===== src/rtl/cache_pkg.sv =====
// Shared sizes and the controller state type for the two-way byte cache.
// Assumes a power-of-two set count and word size; two ways are fixed by the
// single-bit use tracking.
package cache_pkg;
    parameter int ADDR_W     = 32;
    parameter int SETS       = 4;
    parameter int WAYS       = 2;
    parameter int WORD_BYTES = 4;

    localparam int OFF_W  = $clog2(WORD_BYTES);
    localparam int SET_W  = $clog2(SETS);
    localparam int TAG_W  = ADDR_W - SET_W - OFF_W;
    localparam int WORD_W = 8 * WORD_BYTES;

    typedef enum logic [1:0] {
        ST_IDLE   = 2'd0,
        ST_WBACK  = 2'd1,
        ST_REFILL = 2'd2
    } cstate_t;
endpackage


===== src/rtl/cache_store.sv =====
// Line storage: tags, data words, valid/modified bits and one use bit per set.
// Provides the parallel lookup of both ways, victim choice, and read-out of
// a selected way for write-back. Assumes a fill and a CPU access never
// occur in the same cycle.
module cache_store
    import cache_pkg::*;
(
    input  logic              clk,
    input  logic              rst_n,
    input  logic [SET_W-1:0]  set_i,
    input  logic [TAG_W-1:0]  tag_i,
    output logic [WAYS-1:0]   hit_o,
    output logic [WORD_W-1:0] hit_word_o,
    output logic              vict_way_o,
    output logic              vict_valid_o,
    output logic              vict_dirty_o,
    input  logic              sel_way_i,
    output logic [TAG_W-1:0]  line_tag_o,
    output logic [WORD_W-1:0] line_data_o,
    input  logic              fill_en_i,
    input  logic [WORD_W-1:0] fill_data_i,
    input  logic              acc_en_i,
    input  logic              acc_we_i,
    input  logic [OFF_W-1:0]  off_i,
    input  logic [7:0]        wbyte_i
);
    logic [TAG_W-1:0]  tag_q  [SETS][WAYS];
    logic [WORD_W-1:0] data_q [SETS][WAYS];
    logic [SETS-1:0][WAYS-1:0] valid_q;
    logic [SETS-1:0][WAYS-1:0] dirty_q;
    logic [SETS-1:0]           use_q;

    logic acc_way;

    // Per-way tag comparison of the selected set.
    for (genvar w = 0; w < WAYS; w++) begin : g_cmp
        assign hit_o[w] = valid_q[set_i][w] && (tag_q[set_i][w] == tag_i);
    end

    assign acc_way    = hit_o[1];
    assign hit_word_o = data_q[set_i][acc_way];

    // Victim choice: empty way 0, then empty way 1, then the LRU way.
    always_comb begin
        if (!valid_q[set_i][0])      vict_way_o = 1'b0;
        else if (!valid_q[set_i][1]) vict_way_o = 1'b1;
        else                         vict_way_o = use_q[set_i];
    end

    assign vict_valid_o = valid_q[set_i][vict_way_o];
    assign vict_dirty_o = dirty_q[set_i][vict_way_o];
    assign line_tag_o   = tag_q[set_i][sel_way_i];
    assign line_data_o  = data_q[set_i][sel_way_i];

    // Status bits: cleared by reset, set by fills and accesses.
    always_ff @(posedge clk) begin
        if (!rst_n) begin
            valid_q <= '0;
            dirty_q <= '0;
            use_q   <= '0;
        end else if (fill_en_i) begin
            valid_q[set_i][sel_way_i] <= 1'b1;
            dirty_q[set_i][sel_way_i] <= 1'b0;
        end else if (acc_en_i) begin
            use_q[set_i] <= ~acc_way;
            if (acc_we_i) dirty_q[set_i][acc_way] <= 1'b1;
        end
    end

    // Tag and data payload: loaded on fill, byte-merged on a write hit.
    always_ff @(posedge clk) begin
        if (fill_en_i) begin
            tag_q[set_i][sel_way_i]  <= tag_i;
            data_q[set_i][sel_way_i] <= fill_data_i;
        end else if (acc_en_i && acc_we_i) begin
            data_q[set_i][acc_way][off_i*8 +: 8] <= wbyte_i;
        end
    end

    // the two ways of a set never hold the same valid tag.
    p_single_hit_r2: assert property (@(posedge clk) disable iff (!rst_n)
        $onehot0(hit_o));
endmodule


===== src/rtl/cache_ctrl.sv =====
// Miss sequencer: idles while the CPU hits; on a miss latches the victim way,
// optionally writes it back, then refills it and returns to idle, where the
// held CPU request hits. Assumes the CPU holds its request stable while
// ready is low, and that memory acknowledges with a single-cycle pulse.
module cache_ctrl
    import cache_pkg::*;
(
    input  logic clk,
    input  logic rst_n,
    input  logic cpu_req_i,
    input  logic hit_any_i,
    input  logic vict_way_i,
    input  logic vict_valid_i,
    input  logic vict_dirty_i,
    input  logic mem_ack_i,
    output logic cpu_ready_o,
    output logic acc_en_o,
    output logic fill_en_o,
    output logic way_o,
    output logic mem_req_o,
    output logic mem_we_o
);
    cstate_t state_q;
    logic    way_q;

    // State register and victim-way latch.
    always_ff @(posedge clk) begin
        if (!rst_n) begin
            state_q <= ST_IDLE;
            way_q   <= 1'b0;
        end else begin
            case (state_q)
                ST_IDLE: if (cpu_req_i && !hit_any_i) begin
                    way_q   <= vict_way_i;
                    state_q <= (vict_valid_i && vict_dirty_i) ? ST_WBACK : ST_REFILL;
                end
                ST_WBACK:  if (mem_ack_i) state_q <= ST_REFILL;
                ST_REFILL: if (mem_ack_i) state_q <= ST_IDLE;
                default:   state_q <= ST_IDLE;
            endcase
        end
    end

    // Handshake outputs decoded from the state.
    assign cpu_ready_o = (state_q == ST_IDLE) && (!cpu_req_i || hit_any_i);
    assign acc_en_o    = (state_q == ST_IDLE) && cpu_req_i && hit_any_i;
    assign fill_en_o   = (state_q == ST_REFILL) && mem_ack_i;
    assign mem_req_o   = (state_q != ST_IDLE);
    assign mem_we_o    = (state_q == ST_WBACK);
    assign way_o       = way_q;

    // a memory request is held until it is acknowledged.
    p_req_held_r9: assert property (@(posedge clk) disable iff (!rst_n)
        (mem_req_o && !mem_ack_i) |=> mem_req_o);

    // a miss seen in idle stalls the CPU in the next cycle.
    p_miss_stalls_r4: assert property (@(posedge clk) disable iff (!rst_n)
        (state_q == ST_IDLE && cpu_req_i && !hit_any_i) |=> !cpu_ready_o);

    // a finished write-back is followed by a refill read.
    p_wb_then_read_r7: assert property (@(posedge clk) disable iff (!rst_n)
        (mem_req_o && mem_we_o && mem_ack_i) |=> (mem_req_o && !mem_we_o));
endmodule


===== src/rtl/wb_cache2.sv =====
// Top of the two-way write-back, write-allocate byte cache. Splits the CPU
// address, connects lookup storage to the miss sequencer, and forms the
// memory word address. Assumes the CPU holds address, write flag and byte
// stable while ready is low.
module wb_cache2
    import cache_pkg::*;
(
    input  logic              clk,
    input  logic              rst_n,
    input  logic              cpu_req,
    input  logic              cpu_we,
    input  logic [ADDR_W-1:0] cpu_addr,
    input  logic [7:0]        cpu_wdata,
    output logic              cpu_ready,
    output logic [7:0]        cpu_rdata,
    output logic              mem_req,
    output logic              mem_we,
    output logic [ADDR_W-1:0] mem_addr,
    output logic [WORD_W-1:0] mem_wdata,
    input  logic [WORD_W-1:0] mem_rdata,
    input  logic              mem_ack
);
    logic [OFF_W-1:0]  off;
    logic [SET_W-1:0]  set;
    logic [TAG_W-1:0]  tag;
    logic [WAYS-1:0]   hit;
    logic [WORD_W-1:0] hit_word, line_data;
    logic [TAG_W-1:0]  line_tag;
    logic vict_way, vict_valid, vict_dirty, way, acc_en, fill_en;

    assign off = cpu_addr[OFF_W-1:0];
    assign set = cpu_addr[OFF_W +: SET_W];
    assign tag = cpu_addr[ADDR_W-1 -: TAG_W];

    cache_store u_store (
        .clk(clk), .rst_n(rst_n), .set_i(set), .tag_i(tag),
        .hit_o(hit), .hit_word_o(hit_word),
        .vict_way_o(vict_way), .vict_valid_o(vict_valid), .vict_dirty_o(vict_dirty),
        .sel_way_i(way), .line_tag_o(line_tag), .line_data_o(line_data),
        .fill_en_i(fill_en), .fill_data_i(mem_rdata),
        .acc_en_i(acc_en), .acc_we_i(cpu_we), .off_i(off), .wbyte_i(cpu_wdata)
    );

    cache_ctrl u_ctrl (
        .clk(clk), .rst_n(rst_n), .cpu_req_i(cpu_req), .hit_any_i(|hit),
        .vict_way_i(vict_way), .vict_valid_i(vict_valid), .vict_dirty_i(vict_dirty),
        .mem_ack_i(mem_ack), .cpu_ready_o(cpu_ready), .acc_en_o(acc_en),
        .fill_en_o(fill_en), .way_o(way), .mem_req_o(mem_req), .mem_we_o(mem_we)
    );

    // Byte select of the hit word and word address of the memory transaction.
    assign cpu_rdata = hit_word[off*8 +: 8];
    assign mem_addr  = mem_we ? {line_tag, set, {OFF_W{1'b0}}}
                              : {tag, set, {OFF_W{1'b0}}};
    assign mem_wdata = line_data;

    // transaction fields stay put while waiting for the acknowledge.
    p_fields_stable_r9: assert property (@(posedge clk) disable iff (!rst_n)
        (mem_req && !mem_ack) |=> ($stable(mem_addr) && $stable(mem_we) && $stable(mem_wdata)));

    // memory is only ever addressed by whole words.
    p_word_aligned_r1: assert property (@(posedge clk) disable iff (!rst_n)
        mem_req |-> (mem_addr[OFF_W-1:0] == '0));
endmodule


===== config.mk =====
export PLATFORM = sky130hd
export DESIGN_NAME = wb_cache2
export DESIGN_NICKNAME = d
export VERILOG_FILES = /design/src/rtl/cache_pkg.sv /design/src/rtl/cache_store.sv /design/src/rtl/cache_ctrl.sv /design/src/rtl/wb_cache2.sv
export SDC_FILE = /design/constraint.sdc
export NUM_CORES = 1
export LEC_CHECK = 0
export ABC_CLOCK_PERIOD_IN_PS = 5700
export BUFFER_PORTS_ARGS = -buffer_cell sky130_fd_sc_hd__buf_2
export CAP_MARGIN = 40
export CELL_PAD_IN_SITES_DETAIL_PLACEMENT = 1
export CELL_PAD_IN_SITES_GLOBAL_PLACEMENT = 2
export CORE_ASPECT_RATIO = 0.6
export CORE_UTILIZATION = 46
export CTS_CLUSTER_DIAMETER = 30
export DETAILED_ROUTE_END_ITERATION = 10
export PLACE_DENSITY_LB_ADDON = 0.1
export SLEW_MARGIN = 20
export SYNTH_ARGS = -nofsm -noshare
export SYNTH_HDL_FRONTEND = slang
export SYNTH_HIERARCHICAL = 1
export SYNTH_SLANG_ARGS = --single-unit

===== constraint.sdc =====
create_clock -name clk -period 5.7 [get_ports clk]
set_input_delay 0 -clock clk [delete_from_list [all_inputs] [get_ports clk]]
set_output_delay 0 -clock clk [all_outputs]
set_load 0.02 [all_outputs]

# Word-level counts from Yosys, hierarchy flattened
# Memories as Yosys holds them, arrays and structs flattened.
# Cells that the tools add are included.
[op_classes]
add_sub_neg = 1
n_lt_le_gt_ge = 11
eq_ne = 7
shifts = 3
muxes = 117
n_bitwise = 72
reduce_logical = 26
[ops]
columns = ["operator", "n"]
rows = [
  ["2-to-1 mux 32 bit", 9],
  ["2-to-1 mux 64 bit", 2],
  ["2-to-1 mux 28 bit", 4],
  ["2-to-1 mux 1 bit", 77],
  ["demux 32 bit (select 1 bit)", 2],
  ["bitwise OR 1 bit", 64],
  ["== test 28 bit", 2],
  ["2-to-1 mux 56 bit", 1],
  ["negator 5 -> 34 bit", 1],
  ["variable shift 8 x 34 -> 32 bit (first input constant)", 1],
  ["variable part select 8 x 34 -> 32 bit", 1],
  ["variable part select 32 x 6 -> 8 bit", 1],
  ["demux 28 bit (select 1 bit)", 1],
  ["2-to-1 mux 8 bit", 3],
  ["2-to-1 mux 2 bit", 8],
  ["bitwise OR 8 bit", 2],
  ["logical AND 1 bit", 14],
  ["AND 8 bit", 1],
  ["binary-select mux 2 bit (select 2 bit)", 2],
  ["demux 2 bit (select 2 bit)", 2],
  ["NOT 8 bit", 1],
  ["< comparator 1 x 2 -> 1 bit (second input constant)", 3],
  ["case mux 2 bit (3 select lines)", 1],
  ["AND reduction 2 bit", 3],
  ["21 further kinds", 31],
]
[totals]
reg_bits = 23
ramBits = 480
in_bits = 77
output_inout_bits = 75
elab_cells = 250
n_memories = 2
[memory_table]
columns = ["name", "words", "width", "rd", "rd_clocked_by_memory_dff", "wr", "line", "rtl"]
rows = [
  ["u_store.data_q", 4, 64, 1, 0, 1, "cache_store.sv:28", "logic [WORD_W-1:0] data_q [SETS][WAYS];"],
  ["u_store.tag_q", 4, 56, 1, 0, 1, "cache_store.sv:27", "logic [TAG_W-1:0] tag_q [SETS][WAYS];"],
]

# Longest topological paths before layout
# Gate-level depths: netlist (run 1).
[depth]
depth_word = 13
ltp_mapped = 20
ltp_nobuf = 14

# Modules after synthesis
# The synthesis (run 1) kept the hierarchy.
[by_module_without_submodules]
columns = ["module", "instances", "cells_each", "area_each_um2", "seq_area_each_um2"]
rows = [
  ["cache_store", 1, 1150, 21411.8, 14814.2],
  ["wb_cache2", 1, 47, 585.6, 0.0],
  ["cache_ctrl", 1, 21, 191.4, 60.1],
]

# Worst setup path before layout (run 1)
# Ideal clock, no wire load.
[synth_timing]
path_type = "input -> register"
start = "input port cpu_addr[2]"
end = "memory u_store/data_q[0][10] in the netlist's numbering, enable pin"
setup_ns = 0.384
arrival_time_ns = 4.040
t_required_ns = 5.316
setup_slack_ns = 1.276
stages = 18
path_buffers = 6
cell_sequence = "buf_4 > buf_2 > buf_2 > buf_2 > mux4_2 > xnor2_1 > nor4_1 > nand4_1 > nor4_1 > or2_2 > nand2_1 > nor2_1 > nor2b_1 > and2_1 > clkbuf_1 > nand2_1 > clkbuf_1 > o21ai_0"
[synth_via]
elab_chain_len = 10
elab_cells_between_ends = 20
cone_classes = "2 x order compare; 2 x eq/ne; 7 x mux; 2 x bitwise; 6 x reduce/logical; 1 x memory"
[synth_lines]
columns = ["item", "line", "rtl"]
rows = [
  ["start: declaration", "wb_cache2.sv:12", "input logic [ADDR_W-1:0] cpu_addr,"],
  ["memory read (4 x 56 bit) or binary-select mux 2 bit (select 2 bit) (tied branches)", "-", ""],
  ["== test 28 bit or 2-to-1 mux 2 bit (tied branches)", "cache_store.sv:37", "assign hit_o[w] = valid_q[set_i][w] && (tag_q[set_i][w] == tag_i);"],
  ["logical AND 1 bit (*)", "cache_store.sv:37", ""],
  ["named net hit[0]", "wb_cache2.sv:26", "logic [WAYS-1:0] hit;"],
  ["OR reduction 2 bit (*)", "wb_cache2.sv:45", ".clk(clk), .rst_n(rst_n), .cpu_req_i(cpu_req), .hit_any_i(|hit),"],
  ["logical AND 1 bit (*)", "cache_ctrl.sv:46", "assign acc_en_o = (state_q == ST_IDLE) && cpu_req_i && hit_any_i;"],
  ["named net acc_en", "wb_cache2.sv:29", "logic vict_way, vict_valid, vict_dirty, way, acc_en, fill_en;"],
  ["logical AND 1 bit (*)", "cache_store.sv:75", "end else if (acc_en_i && acc_we_i) begin"],
  ["2-to-1 mux 1 bit (*)", "cache_store.sv:75", ""],
  ["2-to-1 mux 1 bit (*)", "cache_store.sv:72", "if (fill_en_i) begin"],
  ["2-to-1 mux 64 bit (implied by the code) (*)", "cache_store.sv:76", "data_q[set_i][acc_way][off_i*8 +: 8] <= wbyte_i;"],
  ["bitwise OR 1 bit (no line) (*)", "-", ""],
  ["end: declaration", "cache_store.sv:28", ""],
]
# Mark *: on every way through the listed nets, which the timed path passes. The rest lies on a longest branch. The select of a mux whose other input is x is not followed.

# Worst setup path after layout (run 1)
[layout_timing]
start = "memory u_store/tag_q[3][27] in the netlist's numbering"
end = "memory u_store/data_q[0][34] in the netlist's numbering (data pin)"
[layout_via]
elab_chain_len = 10
elab_cells_between_ends = 16
cone_classes = "2 x order compare; 1 x eq/ne; 6 x mux; 1 x bitwise; 5 x reduce/logical; 1 x memory"
[layout_lines]
columns = ["item", "line"]
rows = [
  ["start: declaration", "cache_store.sv:27"],
  ["memory read (4 x 56 bit)", "-"],
  ["== test 28 bit", "cache_store.sv:37"],
  ["logical AND 1 bit", "cache_store.sv:37"],
  ["named net hit[1]", "wb_cache2.sv:26"],
  ["OR reduction 2 bit", "wb_cache2.sv:45"],
  ["logical AND 1 bit", "cache_ctrl.sv:46"],
  ["named net acc_en", "wb_cache2.sv:29"],
  ["logical AND 1 bit", "cache_store.sv:75"],
  ["2-to-1 mux 1 bit", "cache_store.sv:75"],
  ["2-to-1 mux 1 bit", "cache_store.sv:72"],
  ["2-to-1 mux 64 bit (implied by the code)", "cache_store.sv:76"],
  ["2-to-1 mux 1 bit (no line)", "-"],
]
# The timed path passes the listed nets, and every way through them passes these cells.

==> metrics.txt, run 1 <==
CTS root buffer clkbuf_16; chip height 172 um; clock sinks 503; syn avg cell area 18.2 um^2; Tightest Pin Transition 0.847 ns; Net count, final 1579; worst-path fanout max 10; I/O pins 152; P_int 7.35 mW; most common cell after layout, fill and taps aside edfxtp_1; vias in the first global route 13.6k; overall routing resource usage 26.5%; # DRC 0; setup TNS 0 ns; clock skew 0.0219 ns; # setup viols final 0; WP data arrival 5.53 ns; CTS buffer count 77; startpoint type of the worst setup path register; starting DRC count in detailed routing 1184; max_cap viols 0; Core Box Area 0.0469 mm^2; Mapped Area 0.0222 mm^2; starting density of the core 47.3%; CTS tree done; Peak Freq 196 MHz; Slew Limit Fails 0; htree depth 3; initial antenna violation count 1; sequential area share after synthesis 67.0%; distinct cell type count after synthesis 56; pin count of the biggest net entering global routing 69; post-synthesis to final-layout area growth 22.3%; Setup Buffers After CTS 0; Psw 2.14 mW; Worst VDD drop 257 uV; FFs w/ async S/R, synth 0%; post-layout minimum cycle time 5.11 ns; Worst Hold Class input pin to register; Critical Path RT 6.12 ns; Post-Route WL 64400 um; combinational share of power 6.9%; Hold Fails Final Rpt 0; DR vias 13.2k; Avg WL per Cell 29.4 um; Yosys warnings 6; Antenna diodes 0; port buffer count 149; global-route wire length before repair 93000 um; Slew headroom 43.3%; outcome completed; Clock Latency Late Sink 0.59 ns; main flop type after synthesis edfxtp_1; Clock Pin Slew Worst Setup and Hold Paths 0.05 ns; layout cell share with drive strength beyond 1 38.5%; Pwr per Cell Area 350 mW/mm^2; clock network fraction of total power 50.0%; routed vias/inst 6.02; Yosys top cell area share 65.0%; Yosys reg bits 503; Post-DP Area 0.0238 mm^2; HPWL after DPL 42400 um; Die X 286 um; full die area 0.0491 mm^2; RSZ-0062 raised after global routing no; grt total ovfl 0; Crit Path Category register to register; First-pass DRT Iterations 5; Sequential Power Share 43.0%; post-synth top area cell edfxtp_1; Post-synth EDFFs 480; Final Wtd Congestion 0.809; final instance area 0.0271 mm^2; Final Cycle Share 89.7%; CP endpoint kind register; Synth area leaders edfxtp_1, mux4_2, mux2_2; Sw Ratio 22.6%; Mapped Cells 1218; P_leak 9.35 nW; Max Buffers Root-to-Sink 3; num rows 61; most frequent cells in the layout edfxtp_1, buf_2, mux4_2; antenna viol nets, final 0
==> sequential cells by signal (all words and copies together), names as in the netlist <==
signal	count
u_store/tag_q	224
u_ctrl/state_q	2
u_store/dirty_q	8
u_store/valid_q	8
u_store/data_q	256
u_ctrl/way_o	1
u_store/use_q	4
==> Yosys cell counts (7+ instances only) <==
cell type / instances
nand3_1: 18
mux2_2: 123
clkbuf_1: 29
o21ai_0: 45
nand2_1: 42
xnor2_1: 35
edfxtp_1: 480
nand4_1: 17
a32o_1: 18
mux2i_1: 20
xor2_1: 16
buf_2: 19
nor2b_1: 8
dfxtp_1: 23
buf_4: 7
mux4_2: 132
nand2b_1: 8
nor2_1: 11
o21a_1: 8
inv_1: 31
a22o_1: 32
buf_1: 17
==> path summary, 6_finish.rpt <==
path / end / depth (start not counted) / start / slack (ns)
max: u_store/data_q[0][34] / 16 / u_store/tag_q[3][27] / 0.59
min: u_store/data_q[3][31] / 3 / cpu_wdata[7] / 0.04
max reg2reg: u_store/data_q[0][34] / 16 / u_store/tag_q[3][27] / 0.59
min reg2reg: u_store/valid_q[0] / 1 / u_store/valid_q[0] / 0.46
==> worst max-delay path, cell delays in order (launching register included) <==
cell	delay [ns]
edfxtp_1	0.36
mux4_2	0.56
xnor2_1	0.51
nand4b_1	0.34
nor4_1	0.40
nand4_2	0.11
buf_4	0.20
inv_1	0.06
or2_2	0.14
nand2_1	0.06
nor2_1	0.12
nor2b_1	0.32
and2_1	0.39
buf_4	0.24
nand4_1	0.13
nor2b_1	0.66
a22o_1	0.33
==> through the flow <==
stage                     hold WS, ns  setup slack, ns  util (%)  power [mW]  cells
final                          0.0427            0.586      57.8        9.49   2190
after global routing           0.0243            0.309      57.8        9.74   2190
after CTS                     0.00690            0.693      57.8        9.56   2189
after detailed placement        0.346            0.300      50.7        4.77   1979
after global placement          0.338            0.361      50.7        4.77   1979
after floorplan                0.0989             1.28         -        4.53   1219
==> power by group through the flow <==
| stage | clock [mW] | sequential (mW) | combinational (mW) |
|---|---|---|---|
| 6_report | 4.75 | 4.08 | 0.655 |
| 5_1_grt | 4.96 | 4.08 | 0.697 |
| 4_1_cts | 4.83 | 4.08 | 0.655 |
| 3_5_place_dp | 0 | 4.16 | 0.615 |
| 3_3_place_gp | 0 | 4.16 | 0.609 |
| 2_1_floorplan | 0 | 4.16 | 0.374 |
==> what timing repair did <==
action                    4_1_cts  5_1_grt
hold endpoints to repair      502        0
hold buffers                   68        0
resized for setup               0        0
==> kinds of logic after synthesis <==
kind of cell / synth area share [%]
AO/OA/AOI/OAI: 4.47
XOR/XNOR: 2.01
adder cells (fa/ha/maj): 0.282
buffers and inverters: 2.24
flip-flops: 67.0
multiplexers: 20.5
other: 0.0169
AND/OR/NAND/NOR: 3.39
==> routing by layer <==
metal | vias to the layer above | wire length [um] | global-route usage, % | share of wire, %
li1 | 5556 | - | - | -
met1 | 7023 | 30400 | 40.4 | 47
met2 | 494 | 27800 | 37.7 | 43
met3 | 113 | 4880 | 6.46 | 7.6
met4 | 0 | 1390 | 7.67 | 2.2
met5 | - | 0 | 0 | 0
==> area by class of cell <==
type,count,area (um^2)
inverters,31,116
clock inverters,56,631
flip-flops and latches,503,14900
fillers,4234,19800
well taps,630,788
clock buffers,86,1990
multi-input cells,607,6830
repair buffers,277,1900
(Power assumes the default switching activity.)
==> inputs of run 2 (changes only) <==
ABC_CLOCK_PERIOD_IN_PS = 5980   (was 5700)
CORE_UTILIZATION = 50   (was 46)
CTS_CLUSTER_SIZE = 24   (was unset)
clock period = 5.98 ns   (was 5.7 ns; I/O delays follow)
==> run 2 against run 1 <==
Net effect: the flow now finishes with violations (DRC); combinational power down 4.0%; cell area grew 0.61%; cell count shrank 2.1%; die area fell by 7.9%; fmax up 0.37%; non-clock buffer count is 4 lower; setup slack better by 0.30 ns; clock-buffer cell count increased by 5; via count is 0.96% higher; critical path depth is 1 lower.
==> metrics.txt, run 2 (synthesized netlist as in run 1, its figures left out) <==
# setup viols final 0; most common cell after layout, fill and taps aside edfxtp_1; met1 Use GR 44.1%; CP endpoint kind register; routed vias/inst 6.21; vias in the first global route 13.9k; Peak Freq 196 MHz; clock sinks 503; clock skew 0.0319 ns; grt peak-use layer met1; met3 Use GR 9.07%; CTS buffer count 81; Largest Register u_store/data_q; most frequent cells in the layout edfxtp_1, buf_2, mux4_2; CP max stage cell o21ai_0; Hold Fails Final Rpt 0; Worst VDD drop 361 uV; WP data arrival 5.39 ns; layout cell share with drive strength beyond 1 39.0%; # fillers 3812; Worst Hold Class input pin to register; Post-Route WL 65500 um; Die X 274 um; Slew headroom 40.5%; Core Box Area 0.0436 mm^2; post-layout minimum cycle time 5.10 ns; worst-path fanout max 14; starting density of the core 50.9%; Tightest Pin Transition 0.886 ns; full die area 0.0453 mm^2; num rows 59; Register-to-Register Path Depth 15; Final Wtd Congestion 0.804; Pwr per Cell Area 345 mW/mm^2; pin count of the biggest net entering global routing 74; DR vias 13.3k; failing checks DRC; Avg WL per Cell 30.6 um; P_leak 9.45 nW; grt total ovfl 0; initial antenna violation count 1; CTS root buffer clkbuf_16; RSZ-0062 raised after global routing no; final core utilization 62.7%; Setup Buffers After CTS 0; Slew Limit Fails 0; Largest regs u_store/data_q (256), u_store/tag_q (224); HPWL after DPL 42700 um; Worst Setup SP u_store/tag_q[3][15]; # DRC 10; cts repair resizes 0; setup TNS 0 ns; Final Cycle Share 85.2%; CTS tree done; HP Start cpu_wdata[1]; Max Buffers Root-to-Sink 3; htree depth 3; Net count, final 1579; max reg flops 256; antenna viol nets, final 0; slowest stage delay, CP 0.67 ns; Clock Latency Late Sink 0.61 ns; hold_ws 0.0262 ns; Antenna diodes 0; overall routing resource usage 29.4%; Worst Hold Depth 3; Critical Path RT 6.27 ns; chip height 165 um; outcome finished with violations; max_cap viols 0; Hold Buf Count CTS 65; port buffer count 149; global-route wire length before repair 94500 um; Critical R2R Launch u_store/tag_q[3][15]; Crit Path Category register to register; starting DRC count in detailed routing 1435; post-synthesis to final-layout area growth 23.0%; First-pass DRT Iterations 8; GR met2 Demand/Resource 42.1%; worst path cell trace mux4_2 > xnor2_1 > nand3_1 > nor4b_2 > nand4_2 > buf_4 > inv_1 > or2_2 > nand2_1 > nor2_1 > nor2b_1 > and2_1 > nand2_1 > o21ai_0 > buf_4; Clock Pin Slew Worst Setup and Hold Paths 0.06 ns; startpoint type of the worst setup path register; I/O pins 152
==> run 2: cell count changes in the layout (fill, tap and decap cells not counted), moves of 3 or more <==
cell	change
inv_6	+4
buf_4	-4
clkbuf_16	+7
dlygate4sd3_1	-3
==> run 2: final timing paths <==
check	slack (ns)	end
setup / recovery	0.88	u_store/data_q[2][8]
hold / removal	0.03	u_store/data_q[3][25]
setup reg to reg	0.88	u_store/data_q[2][8]
hold reg to reg	0.47	u_store/valid_q[7]
==> run 2: report_power, final <==
part / switching, mW / internal [mW]
logic: 0.373 / 0.256
registers: 0.00858 / 3.89
clock network: 1.75 / 3.14
==> run 2: cell type report <==
class	count	area [um^2]	share of cell area, %
Tap cell	579	724	2.65
Timing Repair Buffer	273	1890	6.94
Multi-Input combinational cell	607	6830	25.0
Clock buffer	91	2150	7.87
Clock inverter	59	702	2.57
Inverter	31	116	0.426
Sequential cell	503	14900	54.5
==> run 2: per-stage QoR <==
step | setup slack (ns) | instances | cell area (um^2) | total power [mW]
3_5_place_dp | 0.679 | 1926 | 23800 | 4.55
6_report | 0.885 | 2143 | 27300 | 9.41
3_3_place_gp | 0.850 | 1924 | 23700 | 4.54
5_1_grt | 0.518 | 2143 | 27300 | 9.65
4_1_cts | 0.962 | 2141 | 27300 | 9.46
2_1_floorplan | 1.56 | 1219 | 22200 | 4.32
==> run 2: per-layer routing <==
metal / vias to the layer above / share of wire, %
li1: 5575 / -
met1: 7053 / 45
met2: 591 / 44
met3: 91 / 10
met4: 2 / 1.6
met5: - / 0.020
==> run 2: critical path, delay by kind of cell (launching register included) <==
family | cells | cell delay (ns)
AOI/OAI and AO/OA | 1 | 0.67
xor gates and xnor gates | 1 | 0.52
buffers and inverters | 3 | 0.56
DFF | 1 | 0.37
muxes | 1 | 0.52
and+or+nand+nor | 9 | 2.16
==> inputs of run 3 (changes only) <==
CORE_UTILIZATION = 52   (was 50)
CTS_BUF_LIST = sky130_fd_sc_hd__clkbuf_4   (was unset)
RECOVER_POWER = 50   (was unset)
==> run 3 against run 2 <==
Net effect: the run ends with capacitance limit, slew limit left; worst hold slack gained 0.14 ns; clock skew grew 0.041 ns; sequential share of layout area grew 3.3 points; critical path type unchanged.
==> metrics.txt, run 3 (synthesized netlist as in run 1, its figures left out) <==
outcome finished with violations; failing checks capacitance limit, slew limit; startpoint type of the worst setup path register; fin worst setup slack 0.704 ns; vias in the first global route 13.8k; full die area 0.0435 mm^2; hold_ws 0.166 ns; Worst VDD drop 274 uV; Largest Register u_store/data_q; CTS buffer count 80; final core utilization 61.4%; Crit Path Category register to register; pin count of the biggest net entering global routing 62; Peak Freq 190 MHz; Post-DP Area 0.0238 mm^2; slowest stage delay, CP 0.66 ns; WP data arrival 5.92 ns; routed vias/inst 6.18; antenna viol nets, final 0; Net count, final 1597; CP endpoint kind register; post-synthesis to final-layout area growth 16.1%; initial antenna violation count 2; # DRC 0; CP max stage cell nor2_1; Pwr per Cell Area 277 mW/mm^2; RSZ-0062 raised after global routing no; cts repair resizes 0; chip height 162 um; Worst Hold Class input pin to register; clock skew 0.0732 ns; grt total ovfl 0; worst slack, placed 0.718 ns; overall routing resource usage 29.7%; Critical Path RT 6.62 ns; Tightest Pin Transition 2.65 ns; Final Cycle Share 88.2%; CTS root buffer clkbuf_4; Clock Pin Slew Worst Setup and Hold Paths 0.12 ns; Hold Fails Final Rpt 0; Clock Latency Late Sink 0.83 ns; Final Wtd Congestion 0.832; starting DRC count in detailed routing 1513; final instance area 0.0258 mm^2; CTS tree done; # fillers 3843; First-pass DRT Iterations 5; DR vias 13.3k; global-route wire length before repair 91800 um; HPWL after DPL 41500 um; worst path cell trace mux4_2 > xnor2_1 > nand4_1 > nor4b_2 > nand4_2 > buf_4 > inv_1 > or2_2 > nand2_1 > nor2_1 > nor2b_1 > and2_1 > nand4_1 > nor2_1 > a22o_1 > dlygate4sd3_1; P_leak 8.63 nW; max_cap viols 3; # setup viols final 0; num rows 58; Post-Route WL 63300 um; max reg flops 256; worst-path fanout max 10; clock sinks 503; layout cell share with drive strength beyond 1 32.9%; htree depth 3; Core Box Area 0.0419 mm^2; most frequent cells in the layout edfxtp_1, mux4_2, mux2_2; Slew headroom -76.5%; most common cell after layout, fill and taps aside edfxtp_1; post-layout minimum cycle time 5.28 ns; Die X 269 um; non-filler cells, final 2153; Slew Limit Fails 95; overall power 7.12 mW; starting density of the core 52.9%; Max Buffers Root-to-Sink 3; Largest regs u_store/data_q (256), u_store/tag_q (224); Avg WL per Cell 29.4 um; port buffer count 149; placed insts 1916; I/O pins 152; setup TNS 0 ns
## run 3: changes by cell type in the layout (fill, tap and decap cells not counted), sizes merged
| cell | change |
|---|---|
| buf | -86 |
| clkbuf | +80 |
| dlygate4sd3 | +21 |
| clkinv | +9 |
| inv | -4 |
| bufinv | -3 |
| diode | +1 |
| dlymetal6s4s | +1 |
## run 3: metal layers
layer	vias up	wire length, um	track usage, %
met5	-	0	0
li1	5612	-	-
met4	0	1160	6.71
met1	7006	28600	46.2
met3	95	5910	8.00
met2	595	27600	41.9
## run 3: path summary, 6_finish.rpt
kind,start,cells after the start,to,slack [ns]
max,u_store/tag_q[0][6],16,u_store/data_q[3][22],0.70
min,mem_rdata[4],3,u_store/data_q[2][36],0.17
max reg2reg,u_store/tag_q[0][6],16,u_store/data_q[3][22],0.70
min reg2reg,u_store/valid_q[6],1,u_store/valid_q[6],0.48
## run 3: timing repair
action / 4_1_cts / 5_1_grt
hold buffers: 86 / 0
hold endpoints to repair: 503 / 0
setup endpoints to repair: 0 / 0
setup buffers: 0 / 0
## run 3: cell type report
class                   count  area [um^2]  share of cell area [%]
flip-flops and latches    503        14900                    57.8
repair buffers            292         1960                    7.59
inverters                  31          116                   0.452
clock buffers              88          661                    2.57
multi-input cells         607         6810                    26.4
well taps                 570          713                    2.77
clock inverters            61          623                    2.42
diodes                      1         2.50                 0.00972
## run 3: critical path, delay by kind of cell (launching register included)
family          cells  cell delay, ns
flops               1            0.40
mux                 1            0.49
compound gates      1            0.24
xor+xnor            1            0.48
buf+inv             3            0.92
simple gates       10            2.57
## run 3: report_power, final
group          internal, mW  switching (mW)  leakage [nW]  total, mW
Combinational         0.255           0.374          3.44      0.629
Clock                  1.19            1.42         0.687       2.61
Sequential             3.88         0.00705          4.51       3.88
